`src/rtl/sync_rx_pkg.sv`:
```
package sync_rx_pkg;
  localparam int CTL_PORT_EN = 0;
  localparam int CTL_SYNC    = 1;
  localparam int CTL_MASTER  = 2;
  localparam int CTL_CONT    = 3;
  localparam int CTL_SINGLE  = 4;
  localparam int CTL_NINE    = 5;
  localparam int CTL_FALL    = 6;
  localparam int CTL_IRQ_EN  = 7;

  localparam logic [1:0] ADDR_CTRL   = 2'd0;
  localparam logic [1:0] ADDR_STATUS = 2'd1;
  localparam logic [1:0] ADDR_DATA   = 2'd2;

  typedef struct packed {
    logic shiftEn;
    logic loadData;
    logic keepNinth;
  } rxStrobe_t;
endpackage

```
`src/rtl/sync_rx_datapath.sv`:
```
module sync_rx_datapath
  import sync_rx_pkg::*;
#(
  parameter int DATA_W      = 8,
  parameter int SYNC_STAGES = 2,
  localparam int WORD_W     = DATA_W + 1,
  localparam int CNT_W      = $clog2(WORD_W)
) (
  input  logic              clk,
  input  logic              rstN,
  input  logic              serClk,
  input  logic              serData,
  input  logic              edgeFall,
  input  rxStrobe_t         strobes,
  input  logic [CNT_W-1:0]  bitIdx,
  output logic              edgeSeen,
  output logic [DATA_W-1:0] rxData,
  output logic              ninthBit
);
  logic [SYNC_STAGES:0]   clkPipe;
  logic [SYNC_STAGES-1:0] dataPipe;
  logic [WORD_W-1:0]      shiftReg;
  logic [WORD_W-1:0]      nextWord;
  logic clkNow, clkPrev, sampleBit;

  always_ff @(posedge clk or negedge rstN) begin
    if (!rstN) begin
      clkPipe  <= '0;
      dataPipe <= '0;
    end else begin
      clkPipe  <= {clkPipe[SYNC_STAGES-1:0], serClk};
      dataPipe <= {dataPipe[SYNC_STAGES-2:0], serData};
    end
  end

  assign clkNow    = clkPipe[SYNC_STAGES-1];
  assign clkPrev   = clkPipe[SYNC_STAGES];
  assign sampleBit = dataPipe[SYNC_STAGES-1];
  assign edgeSeen  = edgeFall ? (clkPrev & ~clkNow) : (clkNow & ~clkPrev);

  always_comb begin
    nextWord = shiftReg;
    nextWord[bitIdx] = sampleBit;
  end

  always_ff @(posedge clk or negedge rstN) begin
    if (!rstN) begin
      shiftReg <= '0;
      rxData   <= '0;
      ninthBit <= 1'b0;
    end else begin
      if (strobes.shiftEn) shiftReg <= nextWord;
      if (strobes.loadData) begin
        rxData   <= nextWord[DATA_W-1:0];
        ninthBit <= strobes.keepNinth ? nextWord[DATA_W] : 1'b0;
      end
    end
  end

  AST_DATA_HOLD: assert property (@(posedge clk) disable iff (!rstN)
    !strobes.loadData |=> $stable(rxData));
  AST_LOAD_ON_EDGE: assert property (@(posedge clk) disable iff (!rstN)
    strobes.loadData |-> edgeSeen);
endmodule

```
`src/rtl/sync_rx_ctrl.sv`:
```
module sync_rx_ctrl
  import sync_rx_pkg::*;
#(
  parameter int DATA_W  = 8,
  localparam int WORD_W = DATA_W + 1,
  localparam int CNT_W  = $clog2(WORD_W)
) (
  input  logic             clk,
  input  logic             rstN,
  input  logic [1:0]       regAddr,
  input  logic             regWrEn,
  input  logic [7:0]       regWrData,
  input  logic             regRdEn,
  input  logic             edgeSeen,
  output rxStrobe_t        strobes,
  output logic [CNT_W-1:0] bitIdx,
  output logic [7:0]       ctrlReg,
  output logic             rxDone,
  output logic             overrun,
  output logic             irq
);
  logic slaveActive, lastBit, wordDone, dataRead;
  logic [CNT_W-1:0] wordLast;

  assign slaveActive = ctrlReg[CTL_PORT_EN] & ctrlReg[CTL_SYNC] &
                       ~ctrlReg[CTL_MASTER] & ctrlReg[CTL_CONT];
  assign wordLast = ctrlReg[CTL_NINE] ? CNT_W'(DATA_W) : CNT_W'(DATA_W - 1);
  assign lastBit  = (bitIdx == wordLast);
  assign wordDone = strobes.shiftEn & lastBit;
  assign dataRead = regRdEn & (regAddr == ADDR_DATA);

  always_comb begin
    strobes.shiftEn   = slaveActive & edgeSeen;
    strobes.loadData  = wordDone & ~overrun & ~rxDone;
    strobes.keepNinth = ctrlReg[CTL_NINE];
  end

  always_ff @(posedge clk or negedge rstN) begin
    if (!rstN) begin
      ctrlReg <= '0;
      bitIdx  <= '0;
      rxDone  <= 1'b0;
      overrun <= 1'b0;
    end else begin
      if (regWrEn && regAddr == ADDR_CTRL) ctrlReg <= regWrData;

      if (!slaveActive)           bitIdx <= '0;
      else if (strobes.shiftEn)   bitIdx <= lastBit ? '0 : bitIdx + 1'b1;

      if (!ctrlReg[CTL_CONT])                 overrun <= 1'b0;
      else if (wordDone && rxDone && !overrun) overrun <= 1'b1;

      if (strobes.loadData) rxDone <= 1'b1;
      else if (dataRead)    rxDone <= 1'b0;
    end
  end

  assign irq = rxDone & ctrlReg[CTL_IRQ_EN];

  AST_CNT_RANGE: assert property (@(posedge clk) disable iff (!rstN)
    bitIdx <= CNT_W'(DATA_W));
  AST_IDLE_NO_COUNT: assert property (@(posedge clk) disable iff (!rstN)
    !slaveActive |=> bitIdx == '0);
  AST_ERR_CLEARED: assert property (@(posedge clk) disable iff (!rstN)
    !ctrlReg[CTL_CONT] |=> !overrun);
  AST_OVR_NEEDS_PENDING: assert property (@(posedge clk) disable iff (!rstN)
    $rose(overrun) |-> $past(rxDone));
  AST_DONE_AFTER_LOAD: assert property (@(posedge clk) disable iff (!rstN)
    strobes.loadData |=> rxDone);
endmodule

```
`src/rtl/sync_slave_rx.sv`:
```
module sync_slave_rx
  import sync_rx_pkg::*;
#(
  parameter int DATA_W      = 8,
  parameter int SYNC_STAGES = 2,
  localparam int CNT_W      = $clog2(DATA_W + 1)
) (
  input  logic       clk,
  input  logic       rstN,
  input  logic       serClk,
  input  logic       serData,
  input  logic [1:0] regAddr,
  input  logic       regWrEn,
  input  logic [7:0] regWrData,
  input  logic       regRdEn,
  output logic [7:0] regRdData,
  output logic       irq
);
  rxStrobe_t         strobes;
  logic [CNT_W-1:0]  bitIdx;
  logic [7:0]        ctrlReg;
  logic              rxDone, overrun, edgeSeen, ninthBit;
  logic [DATA_W-1:0] rxData;

  sync_rx_ctrl #(.DATA_W(DATA_W)) uCtrl (
    .clk(clk), .rstN(rstN), .regAddr(regAddr), .regWrEn(regWrEn),
    .regWrData(regWrData), .regRdEn(regRdEn), .edgeSeen(edgeSeen),
    .strobes(strobes), .bitIdx(bitIdx), .ctrlReg(ctrlReg),
    .rxDone(rxDone), .overrun(overrun), .irq(irq)
  );

  sync_rx_datapath #(.DATA_W(DATA_W), .SYNC_STAGES(SYNC_STAGES)) uData (
    .clk(clk), .rstN(rstN), .serClk(serClk), .serData(serData),
    .edgeFall(ctrlReg[CTL_FALL]), .strobes(strobes), .bitIdx(bitIdx),
    .edgeSeen(edgeSeen), .rxData(rxData), .ninthBit(ninthBit)
  );

  always_comb begin
    case (regAddr)
      ADDR_CTRL:   regRdData = ctrlReg;
      ADDR_STATUS: regRdData = {5'b0, rxDone, overrun, ninthBit};
      ADDR_DATA:   regRdData = 8'(rxData);
      default:     regRdData = '0;
    endcase
  end
endmodule

```
`config.mk`:
```
export PLATFORM = sky130hd
export DESIGN_NAME = sync_slave_rx
export DESIGN_NICKNAME = d
export VERILOG_FILES = /design/src/rtl/sync_rx_pkg.sv /design/src/rtl/sync_rx_datapath.sv /design/src/rtl/sync_rx_ctrl.sv /design/src/rtl/sync_slave_rx.sv
export SDC_FILE = /design/constraint.sdc
export NUM_CORES = 1
export LEC_CHECK = 0
export ABC_CLOCK_PERIOD_IN_PS = 2500
export BUFFER_PORTS_ARGS = -buffer_cell sky130_fd_sc_hd__buf_4
export CORE_MARGIN = 2
export CORE_UTILIZATION = 50
export DETAILED_ROUTE_END_ITERATION = 16
export PLACE_DENSITY = 0.71
export SLEW_MARGIN = 25
export SYNTH_ARGS = -nofsm -noshare
export SYNTH_HDL_FRONTEND = slang
export SYNTH_SLANG_ARGS = --single-unit
```
`constraint.sdc`:
```
create_clock -name clk -period 2.5 [get_ports clk]
set_input_delay 0.5 -clock clk [delete_from_list [all_inputs] [get_ports clk]]
set_output_delay 0.5 -clock clk [all_outputs]
set_load 0.005 [all_outputs]
```
* Word level (Yosys, flattened, before mapping)
Cells that the tools add are included.
** Word-level totals
- Register bits after elaboration :: 37
- Input bits :: 16
** Cells by class
- Add/sub/neg operators :: 1
- Magnitude comparators :: 2
- Equal/unequal tests :: 5
- Mux-type cells :: 14
- Bitwise operators :: 16
- Reduce and logical (&&, ||, !) cells :: 7
** Operators with widths (count)
- case mux 8 bit (3 select lines) :: 1
- two-way mux 4 bit :: 4
- bitwise AND 1 bit :: 11
- bitwise mux 9 bit :: 1
- two-way mux 1 bit :: 7
- < comparator 4 x 5 -> 1 bit, second input constant :: 1
- inverter 1 bit :: 5
- adder 4 x 1 -> 4 bit, second input constant :: 1
- demux 1 bit (select 4 bit) :: 1
- equality test 4 bit :: 1
- >= comparator 4 x 1 -> 1 bit, second input constant :: 1
- logical AND 1 bit :: 4
- equality test 2 x 1 -> 1 bit, second input constant :: 1
- equality test 2 bit, second input constant :: 1
- logical NOT 2 bit :: 1
- inequality test 2 x 1 -> 1 bit, second input constant :: 1
- inequality test 2 bit, second input constant :: 1
- nonzero test 2 bit :: 1
- logical NOT 1 bit :: 1

* Depth between registers and ports, before layout
- Word-level depth :: 9
- Gate-level depth with buffers :: 6

* By module
A second synthesis with hierarchy kept.
** Unflattened totals
- Cells, all modules :: 173
- Area total of the unflattened synthesis :: 2031.9 um2
** Modules (own cells, without submodules)
- sync_rx_datapath :: times used 1, cells each 97, area an instance 1149.9 um2, seq. area each 575.6 um2
- sync_rx_ctrl :: times used 1, cells each 57, area an instance 729.4 um2, seq. area each 350.3 um2
- sync_slave_rx :: times used 1, cells each 19, area an instance 152.6 um2, seq. area each 0.0 um2

* Worst setup path before layout
OpenSTA, ideal clock, no wires.
- Kind :: reg2reg
- From :: register uCtrl.bitIdx[0]
- To :: register uData.ninthBit
- Arrival time :: 1.711 ns
- Required time :: 2.375 ns
- Setup slack :: 0.665 ns
- Cell stages (with the launch flop) :: 6
- Cells stage by stage :: dfrtp_1 > or3b_1 > o22ai_2 > nor3b_2 > buf_6 > mux2_2
** On the way
- Cells in the longest elaborated chain, start to end :: 6
- Elaborated cells between the ends (all ways) :: 11
** RTL lines
- start: declaration :: line sync_rx_ctrl.sv:16 : output logic [CNT_W-1:0] bitIdx,
- start signal: assignment :: line sync_rx_ctrl.sv:48 : else if (strobes.shiftEn) bitIdx <= lastBit ? '0 : bitIdx + 1'b1;
- < comparator 4 x 5 -> 1 bit (implied by the code) / >= comparator 4 x 1 -> 1 bit (equally long branches) :: line sync_rx_datapath.sv:43 : nextWord[bitIdx] = sampleBit;
- logical AND 1 bit (implied by the code) :: line sync_rx_datapath.sv:43
- two-way mux 1 bit (implied by the code) :: line sync_rx_datapath.sv:43
- demux 1 bit (select 4 bit)
- bitwise mux 9 bit :: line sync_rx_datapath.sv:43
- two-way mux 1 bit :: line sync_rx_datapath.sv:55 : ninthBit <= strobes.keepNinth ? nextWord[DATA_W] : 1'b0;
- end signal: assignment :: line sync_rx_datapath.sv:55
- end: declaration :: line sync_rx_datapath.sv:18 : output logic ninthBit
Several ways; a longest one is shown, not always the timed one.
A chain may end at the register's enable or synchronous reset.

* Final worst setup path
- From :: register uCtrl.bitIdx[0]
- To :: register uData.rxData[2]
** On the way
- Cells in the longest elaborated chain, start to end :: 5
- Elaborated cells between the ends (all ways) :: 10
** RTL lines
- < comparator 4 x 5 -> 1 bit (implied by the code) / >= comparator 4 x 1 -> 1 bit (equally long branches) :: line sync_rx_datapath.sv:43
- logical AND 1 bit (implied by the code) :: line sync_rx_datapath.sv:43
- two-way mux 1 bit (implied by the code) :: line sync_rx_datapath.sv:43
- demux 1 bit (select 4 bit)
- bitwise mux 9 bit :: line sync_rx_datapath.sv:43
- end signal: assignment :: line sync_rx_datapath.sv:54 : rxData <= nextWord[DATA_W-1:0];
- end: declaration :: line sync_rx_datapath.sv:17 : output logic [DATA_W-1:0] rxData,
Several ways; a longest one is shown, not always the timed one.

==> run summary <==
RSZ-0062 raised after global routing -> false
Int Power -> 1.05 mW
# resized after CTS -> 0
Reg power frac -> 49.4%
Drt first-iter violations -> 84
Synth cell types -> 34
Measured slew at the worst slew-check pin -> 0.703 ns
Clock group share of total power -> 39.7%
Die height -> 65.4 µm
Mux cell area share after synthesis -> 25.6%
DRC Markers -> 0
Seq/Total Area, Yosys -> 49.1%
Synthesis Warnings -> 0
First-pass DRT Iterations -> 4
Longest Clk Path Bufs -> 2
Worst min path class -> in2async
Clock Sinks -> 37
R2r startpoint -> uCtrl.bitIdx[0]$_DFFE_PN0P_
Slowest stage delay, CP -> 0.46 ns
CTS tree -> yes
Synth Cell Area -> 0.00188 mm²
Final Hold Viols -> 0
Detail Placement HPWL -> 2700 µm
Core area -> 0.00363 mm²
Rows -> 22
Vias in the first global route -> 1334
Commonest non-fill, non-tap cell in the layout -> dfrtp_1
WP buf/inv -> 1
IO Pins -> 25
Period utilisation layout -> 80.5%
Critical R2R Capture -> uData.rxData[2]$_DFFE_PN0P_
Max cap viols -> 0
Root buffer cell -> clkbuf_8
Grt total ovfl -> 0
Initial core utilization -> 51.9%
Peak supply drop -> 451 µV
Fmax -> 497 MHz
Antenna cell count -> 0
Critical path's top delay family -> simple AND/OR/NAND/NOR gates
Kind of end point of the critical path -> flip-flop
Die area -> 0.00428 mm²
Max stage delay cell, worst path -> dfrtp_1
Wire per inst -> 16.3 µm
Crit path time final -> 2.01 ns
Sw frac -> 23.9%
Synth Area in Compound Gates -> 4.78%
GP Congestion -> 0.777
P&R area growth vs syn -> 17.4%
Die Width -> 65.4 µm
Status -> completed
R2R Setup Slk -> 0.49 ns
Final nets -> 204
Initial antenna violation count -> 0
Worst skew pair latency -> 0.29 ns
Final setup fails -> 0
Post-synth EDFFs -> 0
Htree depth -> 2
Syn Nets -> 180
Crit path DAT -> 2.19 ns
Xor and xnor area share after synthesis -> 0%
# Post-CTS Setup Buffers -> 0
First-pass GRT wire length -> 6270 µm
Cts hold-fix bufs -> 0
FF-to-FF path depth -> 5
Adder-cell share of the synthesized area -> 2.66%
Critical Path RT -> 2.68 ns
Static Leak -> 1.02 nW
CP Cell Sequence -> or3b_1, o22ai_2, nor3b_2, buf_4, mux2_2
Pwr dens -> 621 mW/mm²
Sw Pwr -> 0.328 mW
PortBufs -> 24
Setup TNS -> 0 ns
Share of layout cells above drive strength 1 -> 40.0%
Syn_area_per_cell -> 11.8 µm²
Dominant synthesized flop cell -> dfrtp_1
Worst-path fanout max -> 9
Post-Synth Simple-Gate Area -> 15.1%
Detailed-route via count -> 1285
Number of synthesized register bits -> 37
Max transition margin -> 52.9%
Startpoint types -> flip-flop
Clock transition at path regs -> 0.08 ns
Post-Synthesis Cells -> 160
Routed WL -> 3800 µm
Clock skew -> 0.00601 ns
ANT nets after route -> 0
GRT Total Usage -> 19.8%
TritonCTS buffer count -> 5
WHS -> 0.157 ns
Largest family of logic cells by synthesized area -> multiplexers
Gate power share -> 10.9%
Largest net degree at the start of global routing -> 38
Fin. max-slew vios -> 0
Commonest cells after routing, fill and taps aside -> dfrtp_1, mux2_2, buf_4, nand2_1, mux2i_1
FFs w/ async S/R, synth -> 100%
Crit path kind -> reg2reg
Vias/cell -> 5.52
-- per-layer routing --
layer | routed length [µm] | vias up | track usage, % | share of wire, %
li1 | - | 614 | - | -
met1 | 1660 | 639 | 24.7 | 44
met2 | 1960 | 27 | 32.8 | 52
met3 | 123 | 5 | 4.97 | 3.2
met4 | 55 | 0 | 8.07 | 1.4
met5 | 0 | - | 0 | 0
-- stage by stage --
step	area [µm²]	setup slack (ns)	total power [mW]	util [%]	instances
CTS	2210	0.497	1.38	60.9	233
global placement	2090	0.554	0.833	57.6	225
detailed placement	2090	0.509	0.839	57.6	225
floorplan	1880	0.665	0.763	-	160
finish	2210	0.487	1.37	60.9	233
global route	2210	0.385	1.43	60.9	233
-- cells by family after synthesis --
family                     Yosys count
buffers and inverters               11
adders and majority gates            4
AOI/OAI and AO/OA                   13
and+or+nand+nor                     51
DFF                                 37
muxes                               44
-- flip-flops by register name, indices dropped and copies added, names as in the netlist --
signal	count
uCtrl.ctrlReg	8
uData.ninthBit	1
uData.shiftReg	9
uCtrl.rxDone	1
uCtrl.overrun	1
uData.rxData	8
uCtrl.bitIdx	4
uData.dataPipe	2
uData.clkPipe	3
-- synthesized netlist by cell type (all sizes together), types with 2 or more instances --
library cell | instances | area, µm²
or3 | 2 | 12.5
nor2b | 3 | 18.8
buf | 3 | 21.3
mux2 | 34 | 383
nand2 | 15 | 56.3
dfrtp | 37 | 926
nor3b | 3 | 32.5
or3b | 2 | 17.5
nor2 | 8 | 32.5
a31oi | 4 | 25.0
inv | 3 | 11.3
mux2i | 10 | 100
nand3 | 9 | 45.0
ha | 4 | 50.1
clkbuf | 5 | 18.8
o21ai | 3 | 15.0
nand4b | 2 | 17.5
-- power groups by stage --
stage	Clock (mW)	Sequential [mW]	Combinational, mW
after detailed placement	0	0.689	0.150
after CTS	0.552	0.678	0.152
after global placement	0	0.687	0.146
after global routing	0.583	0.685	0.164
after floorplan	0	0.673	0.0909
final	0.546	0.679	0.150
-- cell type report --
class                      instances  area [µm²]
multi-input combinational        112         907
sequential                        37         926
timing repair buffer              25         188
tap                               48        60.1
inverter                           3        11.3
clock inverter                     2        37.5
fill                             305        1420
clock buffer                       6        82.6
-- how the worst max path moves through the flow --
stage,start,end,slack (ns),cells past startpoint
finish,uCtrl.bitIdx[0]$_DFFE_PN0P_,uData.rxData[2]$_DFFE_PN0P_,0.49,5
global route,uCtrl.ctrlReg[2]$_DFFE_PN0P_,uData.rxData[2]$_DFFE_PN0P_,0.38,5
CTS,uCtrl.bitIdx[0]$_DFFE_PN0P_,uData.rxData[2]$_DFFE_PN0P_,0.50,5
detailed placement,uCtrl.bitIdx[0]$_DFFE_PN0P_,uData.ninthBit$_DFFE_PN0P_,0.51,5
global placement,uCtrl.ctrlReg[2]$_DFFE_PN0P_,uData.rxData[4]$_DFFE_PN0P_,0.55,5
floorplan,uCtrl.bitIdx[0]$_DFFE_PN0P_,uData.ninthBit$_DFFE_PN0P_,0.66,5
Note: power is estimated with default switching activity, not from simulation.
